## src/rtl/ipd_pkg.sv

```systemverilog
package ipd_pkg;

    localparam int CNT_W = 2;

    typedef struct packed {
        logic             present;
        logic             is_long;
        logic [CNT_W-1:0] pops;
        logic [CNT_W-1:0] pushes;
    } unit_attr_t;

    typedef enum logic [2:0] {
        DK_NONE,
        DK_SHORT,
        DK_LONG,
        DK_CALL,
        DK_ABSENT,
        DK_STACK
    } disp_kind_t;

    function automatic unit_attr_t attr_of(input logic present,
                                           input logic is_long,
                                           input logic [CNT_W-1:0] pops,
                                           input logic [CNT_W-1:0] pushes);
        unit_attr_t a;
        a.present = present;
        a.is_long = is_long;
        a.pops    = pops;
        a.pushes  = pushes;
        return a;
    endfunction

endpackage

```

## src/rtl/ipd_attr_tab.sv

```systemverilog
module ipd_attr_tab
    import ipd_pkg::*;
#(
    parameter int                      N_IDS   = 8,
    parameter int                      ID_W    = 3,
    parameter logic [N_IDS-1:0]        PRESENT = '0,
    parameter logic [N_IDS-1:0]        LONG    = '0,
    parameter logic [N_IDS*CNT_W-1:0]  POPS    = '0,
    parameter logic [N_IDS*CNT_W-1:0]  PUSHES  = '0
) (
    input  logic [ID_W-1:0] rd_id,
    output unit_attr_t      attr
);

    unit_attr_t tab [N_IDS];

    for (genvar g = 0; g < N_IDS; g++) begin : g_ent
        assign tab[g] = attr_of(PRESENT[g], LONG[g],
                                POPS[g*CNT_W +: CNT_W],
                                PUSHES[g*CNT_W +: CNT_W]);
    end

    always_comb begin
        attr = '0;
        for (int i = 0; i < N_IDS; i++) begin
            if (rd_id == ID_W'(i)) attr = tab[i];
        end
    end

endmodule

```

## src/rtl/ipd_redirect_tab.sv

```systemverilog
module ipd_redirect_tab #(
    parameter int N_IDS  = 8,
    parameter int ID_W   = 3,
    parameter int ADDR_W = 8
) (
    input  logic              clk,
    input  logic              rst,
    input  logic              wr_en,
    input  logic [ID_W-1:0]   wr_id,
    input  logic              wr_valid,
    input  logic [ADDR_W-1:0] wr_target,
    input  logic [ID_W-1:0]   rd_id,
    output logic              rd_hit,
    output logic [ADDR_W-1:0] rd_target
);

    logic [N_IDS-1:0]  valid_q;
    logic [ADDR_W-1:0] tgt_q [N_IDS];

    always_ff @(posedge clk) begin
        if (rst) begin
            valid_q <= '0;
            for (int i = 0; i < N_IDS; i++) tgt_q[i] <= '0;
        end else if (wr_en) begin
            for (int i = 0; i < N_IDS; i++) begin
                if (wr_id == ID_W'(i)) begin
                    valid_q[i] <= wr_valid;
                    tgt_q[i]   <= wr_target;
                end
            end
        end
    end

    always_comb begin
        rd_hit    = 1'b0;
        rd_target = '0;
        for (int i = 0; i < N_IDS; i++) begin
            if (rd_id == ID_W'(i)) begin
                rd_hit    = valid_q[i];
                rd_target = tgt_q[i];
            end
        end
    end

endmodule

```

## src/rtl/ipd_stack.sv

```systemverilog
module ipd_stack
    import ipd_pkg::*;
#(
    parameter int DEPTH  = 4,
    parameter int DATA_W = 16,
    parameter int SP_W   = 3
) (
    input  logic              clk,
    input  logic              rst,
    input  logic              commit,
    input  logic [CNT_W-1:0]  pop_n,
    input  logic [CNT_W-1:0]  push_n,
    input  logic [DATA_W-1:0] res_lo,
    input  logic [DATA_W-1:0] res_hi,
    output logic [SP_W-1:0]   sp,
    output logic [DATA_W-1:0] tos,
    output logic [DATA_W-1:0] nos
);

    logic [DATA_W-1:0] mem_q [DEPTH];
    logic [SP_W-1:0]   sp_q;
    logic [SP_W-1:0]   base;

    assign base = sp_q - SP_W'(pop_n);
    assign sp   = sp_q;

    always_ff @(posedge clk) begin
        if (rst) begin
            sp_q <= '0;
            for (int i = 0; i < DEPTH; i++) mem_q[i] <= '0;
        end else if (commit) begin
            sp_q <= base + SP_W'(push_n);
            for (int i = 0; i < DEPTH; i++) begin
                if (push_n >= CNT_W'(1) && SP_W'(i) == base)
                    mem_q[i] <= res_lo;
                if (push_n >= CNT_W'(2) && SP_W'(i) == base + SP_W'(1))
                    mem_q[i] <= res_hi;
            end
        end
    end

    always_comb begin
        tos = '0;
        nos = '0;
        for (int i = 0; i < DEPTH; i++) begin
            if (sp_q == SP_W'(i + 1)) tos = mem_q[i];
        end
        for (int i = 0; i < DEPTH - 1; i++) begin
            if (sp_q == SP_W'(i + 2)) nos = mem_q[i];
        end
    end

endmodule

```

## src/rtl/ipd_decode.sv

```systemverilog
module ipd_decode
    import ipd_pkg::*;
#(
    parameter int             OP_W    = 4,
    parameter logic [OP_W-1:0] TRIG_OP = 4'hA,
    parameter int             DEPTH   = 4,
    parameter int             SP_W    = 3
) (
    input  logic            inst_valid,
    input  logic [OP_W-1:0] inst_op,
    input  logic            busy,
    input  logic [SP_W-1:0] sp,
    input  unit_attr_t      attr,
    input  logic            redir_hit,
    output disp_kind_t      kind
);

    localparam int EW = SP_W + 2;

    logic [EW-1:0] sp_x, pop_x, push_x, after_x;
    logic          underflow, overflow, is_trig;

    assign sp_x      = EW'(sp);
    assign pop_x     = EW'(attr.pops);
    assign push_x    = EW'(attr.pushes);
    assign after_x   = sp_x - pop_x + push_x;
    assign underflow = sp_x < pop_x;
    assign overflow  = after_x > EW'(DEPTH);
    assign is_trig   = inst_valid && !busy && (inst_op == TRIG_OP);

    always_comb begin
        kind = DK_NONE;
        if (is_trig) begin
            if (redir_hit)                 kind = DK_CALL;
            else if (!attr.present)        kind = DK_ABSENT;
            else if (underflow || overflow) kind = DK_STACK;
            else if (attr.is_long)         kind = DK_LONG;
            else                           kind = DK_SHORT;
        end
    end

endmodule

```

## src/rtl/ipd_dispatch.sv

```systemverilog
module ipd_dispatch
    import ipd_pkg::*;
#(
    parameter int                     N_IDS       = 8,
    parameter int                     DEPTH       = 4,
    parameter int                     DATA_W      = 16,
    parameter int                     ADDR_W      = 8,
    parameter int                     OP_W        = 4,
    parameter logic [OP_W-1:0]        TRIG_OP     = 4'hA,
    parameter logic [N_IDS-1:0]       UNIT_PRESENT = 8'b0011_1111,
    parameter logic [N_IDS-1:0]       UNIT_LONG    = 8'b0001_1000,
    parameter logic [N_IDS*CNT_W-1:0] UNIT_POPS    = 16'h0998,
    parameter logic [N_IDS*CNT_W-1:0] UNIT_PUSHES  = 16'h0865,
    localparam int                    ID_W        = $clog2(N_IDS),
    localparam int                    SP_W        = $clog2(DEPTH + 1)
) (
    input  logic                          clk,
    input  logic                          rst,
    input  logic                          inst_valid,
    input  logic [OP_W-1:0]               inst_op,
    input  logic [ID_W-1:0]               inst_id,
    input  logic [ADDR_W-1:0]             inst_pc,
    output logic                          stall,
    output logic [N_IDS-1:0]              unit_start,
    input  logic [N_IDS-1:0]              unit_done,
    input  logic [N_IDS-1:0][DATA_W-1:0]  unit_res_lo,
    input  logic [N_IDS-1:0][DATA_W-1:0]  unit_res_hi,
    output logic [DATA_W-1:0]             opnd_a,
    output logic [DATA_W-1:0]             opnd_b,
    output logic [SP_W-1:0]               stack_depth,
    input  logic                          tbl_we,
    input  logic [ID_W-1:0]               tbl_id,
    input  logic                          tbl_valid,
    input  logic [ADDR_W-1:0]             tbl_target,
    output logic                          call_valid,
    output logic [ADDR_W-1:0]             call_target,
    output logic [ADDR_W-1:0]             call_return,
    output logic                          illegal_id,
    output logic                          stack_err
);

    logic              busy_q;
    logic [ID_W-1:0]   busy_id_q;
    unit_attr_t        inst_attr, busy_attr, commit_attr;
    disp_kind_t        kind;
    logic              redir_hit;
    logic [ID_W-1:0]   sel_id;
    logic [DATA_W-1:0] sel_lo, sel_hi;
    logic              done_sel, commit;

    ipd_attr_tab #(
        .N_IDS(N_IDS), .ID_W(ID_W), .PRESENT(UNIT_PRESENT), .LONG(UNIT_LONG),
        .POPS(UNIT_POPS), .PUSHES(UNIT_PUSHES)
    ) u_attr_inst (
        .rd_id (inst_id),
        .attr  (inst_attr)
    );

    ipd_attr_tab #(
        .N_IDS(N_IDS), .ID_W(ID_W), .PRESENT(UNIT_PRESENT), .LONG(UNIT_LONG),
        .POPS(UNIT_POPS), .PUSHES(UNIT_PUSHES)
    ) u_attr_busy (
        .rd_id (busy_id_q),
        .attr  (busy_attr)
    );

    ipd_redirect_tab #(
        .N_IDS(N_IDS), .ID_W(ID_W), .ADDR_W(ADDR_W)
    ) u_redir (
        .clk       (clk),
        .rst       (rst),
        .wr_en     (tbl_we),
        .wr_id     (tbl_id),
        .wr_valid  (tbl_valid),
        .wr_target (tbl_target),
        .rd_id     (inst_id),
        .rd_hit    (redir_hit),
        .rd_target (call_target)
    );

    ipd_decode #(
        .OP_W(OP_W), .TRIG_OP(TRIG_OP), .DEPTH(DEPTH), .SP_W(SP_W)
    ) u_dec (
        .inst_valid (inst_valid),
        .inst_op    (inst_op),
        .busy       (busy_q),
        .sp         (stack_depth),
        .attr       (inst_attr),
        .redir_hit  (redir_hit),
        .kind       (kind)
    );

    // Result and completion selection: pending long unit owns the bus.
    always_comb begin
        sel_id   = busy_q ? busy_id_q : inst_id;
        sel_lo   = '0;
        sel_hi   = '0;
        done_sel = 1'b0;
        for (int i = 0; i < N_IDS; i++) begin
            if (sel_id == ID_W'(i)) begin
                sel_lo = unit_res_lo[i];
                sel_hi = unit_res_hi[i];
            end
            if (busy_q && busy_id_q == ID_W'(i) && unit_done[i]) done_sel = 1'b1;
        end
    end

    assign commit      = (kind == DK_SHORT) || done_sel;
    assign commit_attr = busy_q ? busy_attr : inst_attr;

    ipd_stack #(
        .DEPTH(DEPTH), .DATA_W(DATA_W), .SP_W(SP_W)
    ) u_stack (
        .clk    (clk),
        .rst    (rst),
        .commit (commit),
        .pop_n  (commit_attr.pops),
        .push_n (commit_attr.pushes),
        .res_lo (sel_lo),
        .res_hi (sel_hi),
        .sp     (stack_depth),
        .tos    (opnd_a),
        .nos    (opnd_b)
    );

    always_comb begin
        for (int i = 0; i < N_IDS; i++) begin
            unit_start[i] = ((kind == DK_SHORT) || (kind == DK_LONG)) &&
                            (inst_id == ID_W'(i));
        end
    end

    always_ff @(posedge clk) begin
        if (rst) begin
            busy_q    <= 1'b0;
            busy_id_q <= '0;
        end else if (kind == DK_LONG) begin
            busy_q    <= 1'b1;
            busy_id_q <= inst_id;
        end else if (done_sel) begin
            busy_q    <= 1'b0;
        end
    end

    assign stall       = busy_q;
    assign call_valid  = (kind == DK_CALL);
    assign call_return = inst_pc + ADDR_W'(1);
    assign illegal_id  = (kind == DK_ABSENT);
    assign stack_err   = (kind == DK_STACK);

endmodule

```

## config.mk

```make
export PLATFORM = sky130hd
export DESIGN_NAME = ipd_dispatch
export DESIGN_NICKNAME = d
export VERILOG_FILES = /design/src/rtl/ipd_pkg.sv /design/src/rtl/ipd_attr_tab.sv /design/src/rtl/ipd_redirect_tab.sv /design/src/rtl/ipd_stack.sv /design/src/rtl/ipd_decode.sv /design/src/rtl/ipd_dispatch.sv
export SDC_FILE = /design/constraint.sdc
export NUM_CORES = 1
export LEC_CHECK = 0
export ABC_AREA = 1
export BUFFER_PORTS_ARGS = -buffer_cell sky130_fd_sc_hd__buf_2
export CAP_MARGIN = 20
export CORE_UTILIZATION = 35
export CTS_CLUSTER_DIAMETER = 50
export DETAILED_ROUTE_END_ITERATION = 8
export PLACE_DENSITY = 0.63
export SYNTH_ARGS = -nofsm -noshare
export SYNTH_HDL_FRONTEND = slang
export SYNTH_SLANG_ARGS = --single-unit
export TNS_END_PERCENT = 1
```

## constraint.sdc

```tcl
create_clock -name clk -period 12.35 [get_ports clk]
set_clock_uncertainty 0.15 [all_clocks]
set_input_delay 1.235 -clock clk [delete_from_list [all_inputs] [get_ports clk]]
set_output_delay 1.235 -clock clk [all_outputs]
set_load 0.02 [all_outputs]
```

==> results list, run 1 <==
- The run finished with clean final reports.
- Via count of the first global-routing pass: 9761
- The synthesized netlist occupies a cell area of 9660 sq um.
- In this run the critical register-to-register path is launched from u_stack.sp[0].
- First-pass DRT Iterations: 6
- Die area: ~28000 sq um
- Number of buffers on the longest clock path: 2
- Warnings from Yosys: 0
* Number of placement rows: 60
- Once the floorplan was initialized, standard cells occupied 35.8% of the core.
* Post-synthesis sequential element count: roughly 140
- Dominant cell type by count on the critical path: nand2_1
- Detailed-route wire length per cell: 19.7 microns
- Antenna violations before repair: 4
* Clk pin slew, worst setup/hold paths: around 60 ps
- In this run the worst path has a maximum fanout of 35.
- DRT antenna net count: 0
* CP max stage delay: ~930 ps
- Once detailed placement completed, the half-perimeter wirelength came to about 32000 microns.
- By count the netlist is led by 459 x nand2_1, 160 x nor2_1, 128 x edfxtp_1.
- Worst min-delay path endpoint: u_redir.valid_q[3]
- Placed instance count: 1986
* Post CTS Setup Buffer Count: 0
* Crit path kind: in2reg
* Leakage: 5.68 nW
- Detailed-route vias per instance: between 5 and 6
- Violation count after the first detailed-routing iteration: 1137
* Clk Tree Root Cell: clkbuf_16
- Across all register-to-register paths, the minimum setup slack is 6520 ps.
- In this run the count of I/O pins placed on the die edge is 358.
- From bottom edge to top edge, the die measures 168 microns.
- Crit start category: input port
- The average instance in the mapped netlist occupies 7.21 sq um.
* Worst ir drop on vdd: 0.0000733 V
* Most area-hungry cell type in the Yosys netlist: edfxtp_1
- Clock tree from TritonCTS: yes
* Area of the multi-input gates: 4830 sq um
- Ranked by total cell area, the synthesized netlist is headed by edfxtp_1 40%, nand2_1 18%, nor2_1 6.2%.
- Max-capacitance violation count: 0
- Class of the tightest hold or removal check: reg2reg
- Setup violations remaining at the end of the flow were counted as 0.
- Chain of cells forming the critical path: buf_2 -> nor2_1 -> nand2_1 -> nand2_1 -> ha_1 -> inv_1 -> fa_1 -> inv_1 -> fa_1 -> inv_1 -> o21ai_0 -> nand2_1 -> o21ai_0 -> nand3_1 -> nor2_1 -> nand3_1 -> o21bai_4 -> nand3_1 -> nand2_1
- After detailed routing, the met3 layer carries 4940 microns of wire.
- The worst hold path begins at u_redir.valid_q[3].
- The first global-routing pass estimated roughly 58000 microns of wire.
* Number of buffers created by CTS: 17
- Data required, critical path: 12260 ps
- Flip-flop cell with the highest count after synthesis: edfxtp_1
- Total number of vias: between 10000 and 15000
* Sink Count: 143
- For this run, the number of standard cells in the final layout without fillers is 2020.
- From left edge to right edge, the die measures between 150 and 200 microns.
- Global routing consumed, over all layers together, about 28% of the routing resources.
- Post-layout utilization of the core: between 40% and 50%
- Count of mapped cells out of synthesis: roughly 1300
- Relative to the synthesized area, the layout overhead comes to 27.4%.
- Area share of the leading cell type in the synthesized netlist: between 30% and 40%
* Slew Viols, Final: 0
- The synthesized netlist contains 43 unique library cells.
* Setup repair after global routing missed its margin: no
* Port-buffer cells: approximately 360
- Filler Cells Inserted: 2756
- Portion of the post-synthesis area used by sequential elements: between 40% and 50%
- For this run, asynchronously set or reset flops after synthesis account for 0%.
- Last weighted congestion value of the routability-driven placer: 0.969
* Total routed wire length on the met1 layer: 16900 microns
* Placeable core area: around 27000 sq um
- Measured slew at the worst slew-check pin: between 1000 and 1500 ps
- After routing, the total negative slack on setup checks comes to 0 ps.
- Summing all non-filler instances in the final layout gives an area of 12300 sq um.
- Counting I/O delays and the setup requirement, the final critical path takes ~7000 ps.
- Reg2Reg Depth: 17
- The hold violation count in the final report was 0.
* Reg-to-Reg End: u_stack.mem_q[0][22]
- Summed over all layers, the global routing overflow is 0.
- Maximum number of pins on one net before global-route repair: 36
* Highest Clock Rate: 142 MHz
- Arr. time, crit path: 6940 ps
- Counting flops with a built-in enable in the synthesized netlist gives 128.
* P per Cell Area: 107 nW/um^2
- Summing all placed instances gives a cell area of approximately 12000 sq um.
* Layout Nets: roughly 2000
- Cell depth of the worst hold path: 2
- Across the whole layout, storage elements account for 4140 sq um.
- Final routed wirelength across all metal layers: 39700 microns
* Number of H-tree branching levels: 4
- In the finished design, the share of the clock period the worst path needs comes to 56.9%.
- After detailed routing, no signal wire sits above met5.
- By instance count, the leading cell after synthesis is nand2_1.
- The routed design uses ~17000 microns of met2 wire.
- After detailed routing, the number of remaining DRC violations is 0.
- Post-cts resize count: 0
- # hold bufs at CTS: 0
- The slowest stage of the critical path is the nand3_1 cell.
- Share of final-layout standard cells stronger than drive strength 1: about 26%
- Worst slew margin: 30.5%
- Clock latency reported for the late side of the worst-skew pair: 430 ps
- STA classifies the critical path endpoint as a flop.
## stage by stage
stage	total power, W	worst slack, ps	hold WS (ps)
finish	0.00132	5320	337
global route	0.00136	4710	367
CTS	0.00132	5440	334
detailed placement	0.000795	5000	325
global placement	0.000793	5160	318
floorplan	0.000678	6660	296
## kinds of logic after synthesis
logic type | Yosys count | share of synthesized area (%)
AND/OR/NAND/NOR | 827 | 36.2
adder cells (fa/ha/maj) | 13 | 1.99
other | 1 | 0.0388
buffers and inverters | 180 | 7.60
XOR/XNOR | 9 | 0.816
flip-flops | 143 | 42.9
AO/OA/AOI/OAI | 168 | 10.4
## critical path: cells and delay by family
| kind | cells | cell delay (ps) |
|---|---|---|
| simple gates | 9 | 3260 |
| fa+ha+maj | 3 | 1190 |
| compound gates | 3 | 900 |
| buf+inv | 4 | 340 |
## layout by cell type (no fill, tap or decap), drive strengths merged, types with 3 or more instances in the layout
cell type and count:
nand3 114, nor3 20, o211ai 16, a221oi 3, and2 3, buf 367
a21oi 59, xnor2 5, dfxtp 15, clkinv 4, o22ai 12, bufinv 3
ha 9, o21ai 53, nand2 463, a22oi 4, fa 4, xor2 4
inv 118, nor2 162, or2 3, edfxtp 128, nand4 60, clkbuf 20
o2111ai 16, clkinvlp 3
## state kept, by name, indices dropped and copies added (netlist names)
register,count
u_redir.valid_q,8
stall,1
u_stack.mem_q,64
u_stack.sp,3
busy_id_q,3
u_redir.tgt_q,64
## metal layers
layer / global-route usage [%] / up-vias
met1: 38.5 / 5013
met2: 39.6 / 645
met3: 9.92 / 54
li1: - / 5157
met4: 8.22 / 8
met5: 2.96 / -
## power by group
group          switching [W]  internal, W
Clock               0.000210     0.000319
Sequential         0.0000101     0.000551
Combinational       0.000154    0.0000752
Total               0.000374     0.000945
## cell type report
type	count	share of cell area (%)
inverter	116	3.54
clock inverter	12	1.31
tap	341	3.47
antenna	2	0.0407
timing repair buffer	367	15.2
multi-input combinational	1019	39.3
sequential	143	33.7
clock buffer	20	3.55
## worst max-delay path by stage
stage | startpoint | end | slack (ps)
floorplan | inst_id[1] | unit_start[0] | 6660
global placement | inst_id[1] | u_stack.mem_q[0][27] | 5160
detailed placement | inst_id[1] | u_stack.mem_q[0][26] | 5000
CTS | inst_id[1] | u_stack.mem_q[0][20] | 5440
finish | inst_id[1] | u_stack.mem_q[0][22] | 5320
global route | inst_id[1] | u_stack.mem_q[0][20] | 4710
Power figures use the tool's default switching activity.
==> run 2: changes to the inputs <==
Clock period 12.35 ns to 6.9 ns, I/O delays scaled along.
==> run 2 against run 1 <==
Net effect: first-iteration DRC count down 7.3%; core utilization increased by 0.069 points; critical path type is now in2out; design area up 0.15%.
==> results list, run 2 (synthesis gave the netlist of run 1 again) <==
* Number of buffers on the longest clock path: 2
- In this run the tightest slew margin relative to its limit is 31.7%.
- Of the available clock period, the critical path in the final layout requires 81.7%.
* Post-cts resize count: 0
- Entering global routing, the biggest net connects 35 pins.
- Sequential cells account for 42.7% of the total power.
* Initial core utilization: a little over a third
- Cells with a size suffix above 1 make up between 20% and 30% of the layout.
- Max-capacitance violation count: 0
- The library cell used most frequently in the layout, excluding fill and tap cells, is nand2_1.
- Across the VDD grid, the largest voltage drop is roughly 0.00010 V.
* Die area: 28300 sq um
* Clock latency reported for the late side of the worst-skew pair: 440 ps
* Total number of vias: ~11000
- In this run the critical register-to-register path is captured at u_stack.mem_q[0][52].
- The count of nets left with antenna violations once routing finished came out at 0.
- Global-route met1 utilization: 40.2%
- The final layout contains ~2000 nets.
- Derived from the worst setup path, the maximum achievable clock frequency is about 180 MHz.
* Number of antenna cells inserted: 0
* Dominant cell type by count on the critical path: nand2_1
- The tree is rooted in a clkbuf_16.
- The die is 168 microns wide.
- The internal power of the cells totals around 0.0016 W.
- First-pass DRT Iterations: 5
* Most Crowded Layer GR: met2
* Number of placement rows: 60
* Setup repair after global routing missed its margin: no
* Final-report hold violation count: 0
- The worst path needs 5640 ps of the cycle, external delays included.
- Count of buffer and inverter cells on the critical path: 5
* Maximum fanout encountered on the critical timing path: 11
- Fraction of power spent switching nets: 30.4%
- CP max stage delay: about 540 ps
- STA classifies the critical path startpoint as an input port.
- Port-buffer cells: 355
- In this run the most critical hold path is launched from u_redir.valid_q[3].
* Detailed-route vias per instance: 5.42
- Relative to the synthesized area, the layout overhead comes to 27.6%.
* Grt met3 use: a little under 8%
- After detailed routing, the average wire length per cell comes to 19.7 microns.
- Largest registers: u_redir.tgt_q (64), u_stack.mem_q (64), u_redir.valid_q (8)
- Wire length of the first global-routing pass: 58300 microns
- The worst setup path is captured at an output port.
- The analysis attributes to net switching a power of 0.000714 W.
- Number of H-tree branching levels: 4
* Via count of the first global-routing pass: just under 10000
- Arr. time, crit path: approximately 4800 ps
- Summed over all cells, the static leakage comes to ~5.7 nW.
* Remaining design rule violation count: 0
- P per Cell Area: approximately 190 nW/um^2
- Final routed wirelength across all metal layers: approximately 40000 microns
* Class of the tightest hold or removal check: reg2reg
- The wire-length estimate of the detail-placed layout is around 32000 microns.
* Post CTS Setup Buffer Count: 0
- The flow ran to the end, and the final reports show no timing, DRC or antenna violations.
* Vert. Die Dim: between 150 and 200 microns
* Last weighted congestion value of the routability-driven placer: about 0.94
- Setup TNS Final: 0 ps
* Number of buffers created by CTS: 17
* Overflow after GRT: 0
- The final count of pins violating max slew was 0.
* Reg2Reg Depth: 18
* Violation count after the first detailed-routing iteration: 1054
- Combinational logic burns between 10% and 20% of the power.
* Chain of cells forming the critical path: buf_2 -> nor2_1 -> nand2_1 -> nand2_1 -> ha_1 -> inv_1 -> fa_1 -> inv_1 -> fa_1 -> inv_1 -> o21ai_0 -> nand2_1 -> o21ai_0 -> nand4_1 -> nand2_1 -> nand4_1 -> o21a_1 -> nor2_1 -> buf_2
- Placeable core area: 27000 sq um
- Setup violations remaining at the end of the flow were counted as 0.
* Post-layout utilization of the core: between 40% and 50%
- Part of the power in the clock network: 39.7%
- Largest delay contributor family on the critical path: simple AND/OR/NAND/NOR gates
* Met2 usage in global routing: between 40 and 50%
- Sink Count: around 140
- Worst path slowest cell: fa_1
- Total global-route track usage: 27.9%
* Crit path kind: in2out
- The worst hold path passes through 2 cells.
* Data required, critical path: 6060 ps
* Top library cells by usage in the layout, fill and taps aside: 459 x nand2_1, 355 x buf_2, 160 x nor2_1
* Launching point of the worst reg2reg path: u_stack.sp[0]
- # hold bufs at CTS: 0
- In this run the count of I/O pins placed on the die edge is 358.
- The initial antenna violation count came to 2.
- After clock tree synthesis, the clock-pin slew on the worst setup and hold paths is ~70 ps.
* Measured slew at the worst slew-check pin: about 1000 ps
- Clock tree from TritonCTS: yes
- The setup check on the worst reg-to-reg path leaves a slack of 1910 ps.
- Worst min-delay path endpoint: u_redir.valid_q[3]
==> run 2: cell types whose count changed in the layout (fill, tap and decap cells not counted), sizes merged <==
cell / before / now
bufinv: 3 / 1
diode: 2 / 0
clkbuf: 20 / 17
inv: 118 / 126
clkinvlp: 3 / 0
buf: 367 / 371
==> run 2: power by group through the flow <==
| stage | Sequential, W | Combinational, W | Clock [W] |
|---|---|---|---|
| 3_5_place_dp | 0.00102 | 0.000406 | 0 |
| 4_1_cts | 0.00100 | 0.000408 | 0.000933 |
| 6_report | 0.00100 | 0.000415 | 0.000932 |
| 2_1_floorplan | 0.00101 | 0.000202 | 0 |
| 3_3_place_gp | 0.00102 | 0.000404 | 0 |
| 5_1_grt | 0.00101 | 0.000451 | 0.000967 |
==> run 2: worst reg2reg max path, stage by stage (launching register included) <==
cell,delay [ps]
dfxtp_1,380
inv_1,80
buf_4,280
ha_1,210
inv_1,60
fa_1,540
inv_1,60
fa_1,500
inv_1,40
o21ai_0,130
nand2_1,60
o21ai_0,100
nand3_1,110
nor2_1,130
nand3_1,180
o21bai_4,390
buf_4,320
nand2_2,270
nand3_1,610
==> run 2: worst max-delay path by stage <==
| stage | end | depth (start not counted) | from |
|---|---|---|---|
| after floorplan | u_stack.mem_q[0][32] | 22 | inst_id[1] |
| after detailed placement | u_stack.mem_q[0][54] | 20 | inst_id[1] |
| after global routing | unit_start[2] | 19 | inst_id[1] |
| after CTS | unit_start[2] | 19 | inst_id[1] |
| final | unit_start[2] | 19 | inst_id[1] |
| after global placement | u_stack.mem_q[0][58] | 20 | inst_id[1] |
==> run 2: layer usage <==
metal,vias to the layer above,routed length [microns],part of all wire (%)
met5,-,11,0.028
met4,2,674,1.7
met3,53,4600,12
met2,661,17200,43
met1,5076,17400,44
li1,5166,-,-
==> run 2: area by class of cell <==
type / instances / area (sq um)
clock inverter: 15 / 166
multi-input combinational: 1019 / 4830
timing repair buffer: 371 / 1900
tap: 341 / 427
clock buffer: 17 / 425
inverter: 116 / 435
sequential: 143 / 4140
fill: 2793 / 14700
==> run 2: per-stage QoR <==
stage	power, W	cells	hold WS, ps	worst slack, ps	area, sq um
after floorplan	0.00121	1342	296	2080	9670
after global placement	0.00142	1990	317	1150	11700
after detailed placement	0.00143	1990	318	947	11700
after CTS	0.00234	2022	329	1300	12300
after global routing	0.00242	2022	355	838	12300
final	0.00235	2022	333	1260	12300
